[src/rtl/lrx_pkg.sv]
package lrx_pkg;

  localparam int          LANE_W   = 16;
  localparam int          TAG_W    = 12;
  localparam logic [15:0] CRC_SEED = 16'hFFFF;
  localparam logic [15:0] CRC_POLY = 16'h1021;
  localparam logic [11:0] FW0_TAG  = 12'hA5A;

  typedef enum logic {ST_WAIT, ST_RUN} lrx_state_t;

  // One 16-bit step of the CRC, most significant data bit first.
  function automatic logic [15:0] crc16_word(input logic [15:0] crc_in,
                                             input logic [15:0] data);
    logic [15:0] c;
    logic        fb;
    c = crc_in;
    for (int i = 15; i >= 0; i--) begin
      fb = c[15] ^ data[i];
      c  = {c[14:0], 1'b0};
      if (fb) c = c ^ CRC_POLY;
    end
    return c;
  endfunction

endpackage

[src/rtl/lrx_assembler.sv]
module lrx_assembler #(
  parameter int W = 16,
  parameter int N = 3
) (
  input  logic             clk,
  input  logic             rst,
  input  logic             clr,
  input  logic             take,
  input  logic [W-1:0]     din,
  output logic [W*N-1:0]   grp_word,
  output logic             grp_done,
  output logic [W*N-1:0]   out_word,
  output logic             out_wr
);
  localparam int OW = W * N;
  localparam int PW = (N > 1) ? $clog2(N) : 1;

  logic [PW-1:0] ph;
  logic [W-1:0]  hold [N-1];

  assign grp_done = take && (ph == PW'(N - 1));

  generate
    for (genvar k = 0; k < N - 1; k++) begin : g_slot
      assign grp_word[OW-1-k*W -: W] = hold[k];
      always_ff @(posedge clk) begin
        if (take && ph == PW'(k)) hold[k] <= din;
      end
    end
  endgenerate
  assign grp_word[W-1:0] = din;

  always_ff @(posedge clk) begin
    if (rst || clr) begin
      ph <= '0;
    end else if (take) begin
      ph <= grp_done ? '0 : ph + PW'(1);
    end
  end

  always_ff @(posedge clk) begin
    if (rst) begin
      out_wr   <= 1'b0;
      out_word <= '0;
    end else begin
      out_wr <= grp_done;
      if (grp_done) out_word <= grp_word;
    end
  end

  assert_phase_range_R2: assert property (@(posedge clk) disable iff (rst)
    ph < PW'(N));

endmodule

[src/rtl/lrx_crc16.sv]
module lrx_crc16
  import lrx_pkg::*;
(
  input  logic        clk,
  input  logic        rst,
  input  logic        init,
  input  logic        en,
  input  logic [15:0] din,
  output logic [15:0] crc
);

  always_ff @(posedge clk) begin
    if (rst || init) crc <= CRC_SEED;
    else if (en)     crc <= crc16_word(crc, din);
  end

endmodule

[src/rtl/lrx_tally.sv]
module lrx_tally #(
  parameter int CNT_W = 32,
  parameter int HIT_W = 12
) (
  input  logic             clk,
  input  logic             rst,
  input  logic             done,
  input  logic             bad,
  input  logic [15:0]      crc_in,
  input  logic [HIT_W-1:0] hits_in,
  output logic             res_valid,
  output logic             res_bad,
  output logic [15:0]      crc_out,
  output logic [HIT_W-1:0] hit_out,
  output logic [CNT_W-1:0] cnt_total,
  output logic [CNT_W-1:0] cnt_good,
  output logic [CNT_W-1:0] cnt_bad,
  output logic             err_flag
);

  always_ff @(posedge clk) begin
    if (rst) begin
      res_valid <= 1'b0;
      res_bad   <= 1'b0;
      crc_out   <= '0;
      hit_out   <= '0;
      cnt_total <= '0;
      cnt_good  <= '0;
      cnt_bad   <= '0;
      err_flag  <= 1'b0;
    end else begin
      res_valid <= done;
      res_bad   <= done && bad;
      if (done) begin
        crc_out   <= crc_in;
        hit_out   <= hits_in;
        cnt_total <= cnt_total + CNT_W'(1);
        if (bad) begin
          cnt_bad  <= cnt_bad + CNT_W'(1);
          err_flag <= 1'b1;
        end else begin
          cnt_good <= cnt_good + CNT_W'(1);
        end
      end
    end
  end

  assert_bad_needs_valid_R7: assert property (@(posedge clk) disable iff (rst)
    res_bad |-> res_valid);

  assert_total_idle_R8: assert property (@(posedge clk) disable iff (rst)
    !res_valid |-> $stable(cnt_total));

  assert_total_step_R8: assert property (@(posedge clk) disable iff (rst)
    res_valid |-> cnt_total == $past(cnt_total) + CNT_W'(1));

  assert_counts_sum_R8: assert property (@(posedge clk) disable iff (rst)
    cnt_good + cnt_bad == cnt_total);

  assert_err_sticky_R9: assert property (@(posedge clk) disable iff (rst)
    $past(err_flag) |-> err_flag);

  assert_crc_hold_R10: assert property (@(posedge clk) disable iff (rst)
    !res_valid |-> $stable(crc_out));

endmodule

[src/rtl/link_frame_rx.sv]
module link_frame_rx
  import lrx_pkg::*;
#(
  parameter int GROUP_WORDS = 3,
  parameter int CNT_W       = 32,
  parameter int HIT_W       = 12
) (
  input  logic                            clk,
  input  logic                            rst,
  input  logic [15:0]                     rx_word,
  input  logic [1:0]                      rx_ctrl,
  input  logic                            freq_lock,
  input  logic                            pll_lock,
  output logic [LANE_W*GROUP_WORDS-1:0]   out_word,
  output logic                            out_wr,
  output logic [HIT_W-1:0]                hit_count,
  output logic [15:0]                     crc_value,
  output logic                            res_valid,
  output logic                            res_bad,
  output logic [CNT_W-1:0]                cnt_total,
  output logic [CNT_W-1:0]                cnt_good,
  output logic [CNT_W-1:0]                cnt_bad,
  output logic                            err_flag
);
  localparam int OUT_W    = LANE_W * GROUP_WORDS;
  localparam int FLAG_BIT = OUT_W - 1;
  localparam int TAG_HI   = OUT_W - 5;

  // Named internal events
  logic              lock_ok, take, clr;
  logic              grp_done, is_fw0, eop, sop, is_data, frame_done, mismatch;
  logic [OUT_W-1:0]  grp_word;
  logic [15:0]       crc_now;
  lrx_state_t        state_q;
  logic              trail_q, fresh_q;
  logic [HIT_W-1:0]  hit_run;

  assign lock_ok    = freq_lock && pll_lock;
  assign take       = lock_ok && (rx_ctrl == 2'b00);
  assign clr        = !lock_ok;
  assign is_fw0     = grp_word[FLAG_BIT] && (grp_word[TAG_HI -: TAG_W] == FW0_TAG);
  assign eop        = grp_done && !trail_q && is_fw0;
  assign is_data    = grp_done && !trail_q && !is_fw0;
  assign frame_done = grp_done && trail_q;
  assign mismatch   = crc_now != grp_word[LANE_W-1:0];
  assign sop        = take && (state_q == ST_WAIT || fresh_q);

  lrx_assembler #(.W(LANE_W), .N(GROUP_WORDS)) asm_i (
    .clk(clk), .rst(rst), .clr(clr), .take(take), .din(rx_word),
    .grp_word(grp_word), .grp_done(grp_done),
    .out_word(out_word), .out_wr(out_wr)
  );

  lrx_crc16 crc_i (
    .clk(clk), .rst(rst), .init(clr || frame_done),
    .en(take && !trail_q), .din(rx_word), .crc(crc_now)
  );

  lrx_tally #(.CNT_W(CNT_W), .HIT_W(HIT_W)) tally_i (
    .clk(clk), .rst(rst), .done(frame_done), .bad(mismatch),
    .crc_in(crc_now), .hits_in(hit_run),
    .res_valid(res_valid), .res_bad(res_bad), .crc_out(crc_value),
    .hit_out(hit_count), .cnt_total(cnt_total), .cnt_good(cnt_good),
    .cnt_bad(cnt_bad), .err_flag(err_flag)
  );

  // Start-up machine and frame-word phase
  always_ff @(posedge clk) begin
    if (rst || clr) begin
      state_q <= ST_WAIT;
      trail_q <= 1'b0;
      fresh_q <= 1'b0;
      hit_run <= '0;
    end else begin
      if (take) state_q <= ST_RUN;
      if (eop)             trail_q <= 1'b1;
      else if (frame_done) trail_q <= 1'b0;
      if (frame_done) fresh_q <= 1'b1;
      else if (take)  fresh_q <= 1'b0;
      if (frame_done)                   hit_run <= '0;
      else if (is_data && hit_run != '1) hit_run <= hit_run + HIT_W'(1);
    end
  end

  assert_ctrl_skip_R3: assert property (@(posedge clk) disable iff (rst)
    (rx_ctrl != 2'b00) |=> !out_wr);

  assert_lock_drop_R4: assert property (@(posedge clk) disable iff (rst)
    !lock_ok |=> (state_q == ST_WAIT && !out_wr));

  assert_result_with_write_R7: assert property (@(posedge clk) disable iff (rst)
    res_valid |-> out_wr);

  assert_result_after_fw0_R7: assert property (@(posedge clk) disable iff (rst)
    res_valid |-> $past(trail_q));

  assert_fresh_seed_R12: assert property (@(posedge clk) disable iff (rst)
    sop |-> crc_now == CRC_SEED);

endmodule

[config.mk]
export PLATFORM = sky130hd
export DESIGN_NAME = link_frame_rx
export DESIGN_NICKNAME = d
export VERILOG_FILES = /design/src/rtl/lrx_pkg.sv /design/src/rtl/lrx_assembler.sv /design/src/rtl/lrx_crc16.sv /design/src/rtl/lrx_tally.sv /design/src/rtl/link_frame_rx.sv
export SDC_FILE = /design/constraint.sdc
export NUM_CORES = 1
export LEC_CHECK = 0
export ABC_CLOCK_PERIOD_IN_PS = 3800
export BUFFER_PORTS_ARGS = -buffer_cell sky130_fd_sc_hd__buf_2
export CAP_MARGIN = 10
export CORE_ASPECT_RATIO = 1.5
export CORE_UTILIZATION = 56
export DETAILED_ROUTE_END_ITERATION = 10
export PLACE_DENSITY = 0.83
export SYNTH_ARGS = -nofsm -noshare
export SYNTH_HDL_FRONTEND = slang
export SYNTH_HIERARCHICAL = 1
export SYNTH_SLANG_ARGS = --single-unit
[constraint.sdc]
create_clock -name clk -period 3.8 [get_ports clk]
set_input_delay 0.38 -clock clk [delete_from_list [all_inputs] [get_ports clk]]
set_output_delay 0.38 -clock clk [all_outputs]
set_load 0.02 [all_outputs]
## Word-level counts from Yosys, hierarchy flattened

Memories as Yosys holds them, arrays and structs flattened. A register that Yosys moved wholly into a read port is not among the register bits.
Index checks and enable logic that the tools add are counted.

- Memories kept: 1
- Input port bits: 22
- Register bits after elaboration: 207
- Output and inout bits: 176
- Bits in writable memories: 32
- Logic and storage cells: 140

- Eq/ne operators: 5
- Mux-type cells: 56
- $add $sub $neg: 5
- Reductions and logical operators: 26
- Bitwise operators: 33

Memories:

| memory | words | bits a word | read ports | clocked after Yosys merged registers in | wr ports | RTL line | text |
|---|---|---|---|---|---|---|---|
| asm_i.hold | 2 | 16 | 2 | 1 | 1 | lrx_assembler.sv:19 | `logic [W-1:0] hold [N-1];` |

Operators with widths:

| cell | count |
|---|---|
| two-way mux 16 bit | 31 |
| two-way mux 13 bit | 16 |
| adder 32 x 1 -> 32 bit, second input constant | 3 |
| NOT 3 bit | 16 |
| != test 16 bit | 1 |
| OR reduction 16 bit | 1 |
| XOR 1 bit | 16 |
| logical AND 1 bit | 13 |
| adder 12 x 1 -> 12 bit, second input constant | 1 |
| == test 12 bit, second input constant | 1 |
| != test 12 bit, second input constant | 1 |
| two-way mux 1 bit | 8 |
| logical NOT 2 bit | 2 |
| AND reduction 2 bit | 2 |
| logical NOT 1 bit | 3 |
| logical OR 1 bit | 3 |
| adder 2 x 1 -> 2 bit, second input constant | 1 |
| == test 2 x 1 -> 1 bit, second input constant | 1 |
| == test 2 bit, second input constant | 1 |
| two-way mux 2 bit | 1 |
| nonzero test 2 bit | 1 |
| OR reduction 2 bit | 1 |
| NOT 1 bit | 1 |

## Depth between registers and ports, before layout

- Depth after elaboration: 65
- Gate-level depth with buffers: 13

## Cells and area by module

The synthesis kept the hierarchy.

Modules (own cells, without submodules):

| module | cells each | area each (um^2) | sequential area each (um^2) | instances |
|---|---|---|---|---|
| lrx_tally | 650 | 5694.2 | 2542.4 | 1 |
| lrx_assembler | 269 | 3395.8 | 1981.9 | 1 |
| lrx_crc16 | 113 | 1134.8 | 320.3 | 1 |
| link_frame_rx | 107 | 863.3 | 260.2 | 1 |

## Least setup slack after synthesis

No wires, ideal clock.

- Path kind: in2reg
- Start: input port freq_lock
- End: register tally_i.cnt_good[21]
- Buffers on the path: 4
- Library setup time: 0.121 ns
- Required time: 3.679 ns
- Setup slack: 0.773 ns
- Stages on the path: 12
- Arrival: 2.907 ns
- Cell sequence: nand2_1 -> nor3_1 -> and3b_1 -> buf_6 -> buf_12 -> and2_4 -> buf_4 -> nand4b_2 -> or4_1 -> clkbuf_1 -> nor4_1 -> mux2_2

- Cells in the longest elaborated chain, start to end: 5

RTL lines:

| item | RTL line | text |
|---|---|---|
| start, declared | link_frame_rx.sv:12 | `input logic freq_lock,` |
| logical AND 1 bit | link_frame_rx.sv:38 | `assign lock_ok = freq_lock && pll_lock;` |
| logical AND 1 bit | link_frame_rx.sv:39 | `assign take = lock_ok && (rx_ctrl == 2'b00);` |
| via take | link_frame_rx.sv:30 | `logic lock_ok, take, clr;` |
| logical AND 1 bit | lrx_assembler.sv:21 | `assign grp_done = take && (ph == PW'(N - 1));` |
| via grp_done | link_frame_rx.sv:31 | `logic grp_done, is_fw0, eop, sop, is_data, frame_done, mismatch;` |
| logical AND 1 bit | link_frame_rx.sv:44 | `assign frame_done = grp_done && trail_q;` |
| via frame_done | link_frame_rx.sv:31 |  |
| AND reduction 2 bit (no line) | -- |  |
| end signal, assigned | lrx_tally.sv:42 | `cnt_good <= cnt_good + CNT_W'(1);` |
| end, declared | lrx_tally.sv:16 | `output logic [CNT_W-1:0] cnt_good,` |

The timed path passes the listed nets, and every way through them passes these cells.
A chain may end at the register's enable or synchronous reset.

## Worst setup path after layout

- Start: register crc_i.crc[13]
- End: register tally_i.cnt_good[25]

- Cells in the longest elaborated chain, start to end: 3

RTL lines:

| item | RTL line | text |
|---|---|---|
| start, declared | lrx_crc16.sv:9 | `output logic [15:0] crc` |
| start signal, assigned | lrx_crc16.sv:14 | `else if (en) crc <= crc16_word(crc, din);` |
| != test 16 bit | link_frame_rx.sv:45 | `assign mismatch = crc_now != grp_word[LANE_W-1:0];` |
| via mismatch | link_frame_rx.sv:31 |  |
| NOT 1 bit (no line) | -- |  |
| AND reduction 2 bit (no line) | -- |  |

The timed path passes the listed nets, and every way through them passes these cells.

==> results_dict.tcl <==
set metrics [dict create \
    grt-ovfl-total 0 \
    maxCapViolations 0 \
    syn-cell-area_um2 11100 \
    h-tree-depth 1 \
    ir_worst_vdd_uv 376 \
    syn_avg_cell_area_um2 9.73 \
    r2r_start "crc_i/crc[13]" \
    first_pass_iters 5 \
    clock_power_share_pct 44.8 \
    num_rows 62 \
    core-area_um2 19200 \
    min_period_ns 3.13 \
    post_cts_buffers 0 \
    syn_to_final_growth_pct 15.4 \
    ys_types 55 \
    grt_setup_unrepaired "no" \
    whs_path_depth 1 \
    leakagePower_nw 4.94 \
    final_cells 1564 \
    fin_crit_sh_pct 82.3 \
    reg2reg_slack_ns 0.67 \
    crit_type "reg2reg" \
    hp-start "rx_word[0]" \
    cp_max_fo 10 \
    cts_hold_buffers 0 \
    ys_seq_area_share_pct 46.0 \
    cts_tree "yes" \
    detail_route.vias_per_cell 5.62 \
    worst_pin_slew_ns 0.863 \
    netlist_instances 1139 \
    multi_input_area_um2 5450 \
    num_io_pins 198 \
    power.density_nw_per_um2 405 \
    finalClockSkew_ns 0.00983 \
    fmax_ghz 0.320 \
    outcome "finished clean" \
    maxSlewViolCount 0 \
    drive_gt1_share_pct 21.8 \
    synth_edf_count 32 \
    hold_class "in2reg" \
    die_height_um 174 \
    crit_arrival_ns 3.53 \
    synth_seq_cells 239 \
    cts-resized-gates 0 \
    placedCellCount 1522 \
    ctsLongestPathBuffers 3 \
    dpl.hpwl_um 17900 \
    clk_latency_ns 0.51 \
    fillers 1531 \
    cts_root_buffer "clkbuf_16" \
    intPower_mw 4.01 \
    p_comb_share_pct 5.7 \
    switching_share_pct 22.6 \
    cts_sinks 239 \
    final_common_cell "dfxtp_1" \
    final_area_um2 12800 \
    setup_viol 0 \
    start_util_pct 57.6 \
    cts_buffers 23 \
    worstRegToRegCells 8 \
    layout_common_cells "207 x dfxtp_1, 196 x buf_2, 102 x nor2_1" \
    seq_area_um2 5100 \
    route.detailed.drc 0 \
    reg2reg_to "tally_i/cnt_good[25]" \
    dpl-instance-area_um2 12000 \
    die_width_um 117 \
    min_delay_worst_endpoint "asm_i/hold[0][0]" \
    p_switching_mw 1.17 \
    grt_pass1_wl_um 41100 \
    synth_nets 1165 \
    wl_per_cell_um 16.6 \
    io_buffers 197 \
    ant_nets 0 \
    hold_viol_final 0 \
    global_route.usage.total_pct 25.3 \
    grt_pass1_vias 8223 \
    dieArea_um2 20400 \
    yosys_warnings 6 \
    antenna_found_initial 0 \
    synthFlopType "dfxtp_1" \
    power.share.sequential_pct 49.6 \
    routed_wl_um 26000 \
    grt_max_degree 147 \
    start_kind "register" \
    place.gp.congestion 0.896 \
    async_flop_share_pct 0 \
    n_antenna_cell 0 \
    path_clk_slew_ns 0.06 \
    tns_ns 0 \
    final_net_count 1317 \
    cp_data_required_time_ns 4.20 \
    cp-end-kind "register" \
    drt-initial-drc-count 624 \
    relSlewSlack_pct 42.4 \
    vias 8795 \
]
Yosys cell counts, types with 6 or more instances:
library cell / count / area [um2]
inv_1: 21 / 78.8
o31ai_1: 22 / 165
nor2_1: 102 / 383
clkbuf_1: 46 / 173
and4_1: 9 / 78.8
xor2_1: 42 / 368
xnor2_1: 41 / 359
nor4_1: 22 / 138
buf_4: 18 / 135
or3_1: 29 / 181
edfxtp_1: 32 / 961
and3_1: 12 / 75.1
nand3_1: 33 / 165
mux2i_1: 78 / 781
nand2_1: 47 / 176
o21ai_0: 28 / 140
xnor2_2: 6 / 97.6
mux2_2: 18 / 203
or4_1: 35 / 263
nand4_1: 28 / 175
a21oi_1: 51 / 255
dfxtp_1: 207 / 4140
nand2b_1: 97 / 607
nor2b_1: 20 / 125
o21ai_1: 11 / 55.1
nor3_1: 21 / 105
kinds of logic (layout without fill, tap and decap cells):
logic type | Yosys count | in the layout | share of synthesized area [%]
DFF | 239 | 239 | 46.0
muxes | 96 | 96 | 8.87
and+or+nand+nor | 479 | 479 | 24.3
AOI/OAI and AO/OA | 123 | 123 | 6.36
xor gates and xnor gates | 97 | 97 | 9.12
adders and majority gates | 4 | 4 | 0.451
buffers and inverters | 101 | 270 | 4.90
area by class of cell:
| cell class | count | share of cell area, % |
|---|---|---|
| flip-flops and latches | 239 | 39.9 |
| repair buffers | 206 | 8.38 |
| inverters | 22 | 0.645 |
| clock inverters | 15 | 1.14 |
| clock buffers | 27 | 4.85 |
| multi-input cells | 799 | 42.6 |
| well taps | 256 | 2.50 |
worst max-delay path, stage by stage (launching register included):
cell	delay, ns
dfxtp_1	0.47
xor2_1	0.10
nor4_1	0.34
nand4_1	0.23
buf_4	0.23
nand4b_2	0.35
or4_1	0.69
nor4_1	0.26
mux2_2	0.36
flip-flops by register name (all words and copies together), names as in the netlist:
| register | cells |
|---|---|
| asm_i/hold | 32 |
| asm_i/out_word | 48 |
| asm_i/out_wr | 1 |
| asm_i/ph | 2 |
| crc_i/crc | 16 |
| hit_run | 12 |
| tally_i/cnt_bad | 32 |
| tally_i/cnt_good | 32 |
| tally_i/cnt_total | 32 |
| tally_i/crc_out | 16 |
| tally_i/err_flag | 1 |
| tally_i/hit_out | 12 |
| tally_i/res_bad | 1 |
| tally_i/res_valid | 1 |
| trail_q | 1 |
how the worst max path moves through the flow:
stage                        from                   end  slack (ns)  depth (start not counted)
floorplan               freq_lock  tally_i/cnt_good[21]        0.77                         12
global placement        freq_lock  tally_i/cnt_good[28]        0.46                          9
detailed placement      freq_lock  tally_i/cnt_good[26]        0.40                          9
CTS                 crc_i/crc[13]  tally_i/cnt_good[25]        0.64                          8
global route        crc_i/crc[13]  tally_i/cnt_good[25]        0.30                          8
finish              crc_i/crc[13]  tally_i/cnt_good[25]        0.67                          8
per-layer routing:
metal / up-vias / track usage [%] / routed length [um]
li1: 4279 / - / -
met1: 4189 / 28.6 / 9930
met2: 265 / 46.0 / 13700
met3: 62 / 3.91 / 1370
met4: 0 / 10.8 / 1020
met5: - / 0 / 0
power groups by stage:
stage / combinational, mW / sequential (mW) / clock, mW
finish: 0.293 / 2.57 / 2.32
global route: 0.316 / 2.57 / 2.46
CTS: 0.293 / 2.57 / 2.36
detailed placement: 0.290 / 2.63 / 0
global placement: 0.284 / 2.63 / 0
floorplan: 0.227 / 2.62 / 0
stage by stage:
stage / worst slack [ns] / utilization [%] / total power [mW] / hold slack [ns]
2_1_floorplan: 0.773 / - / 2.85 / 0.467
3_3_place_gp: 0.457 / 62.5 / 2.91 / 0.454
3_5_place_dp: 0.400 / 62.5 / 2.92 / 0.455
4_1_cts: 0.643 / 66.5 / 5.22 / 0.127
5_1_grt: 0.298 / 66.5 / 5.34 / 0.136
6_report: 0.672 / 66.5 / 5.18 / 0.145
(Power assumes the default switching activity.)
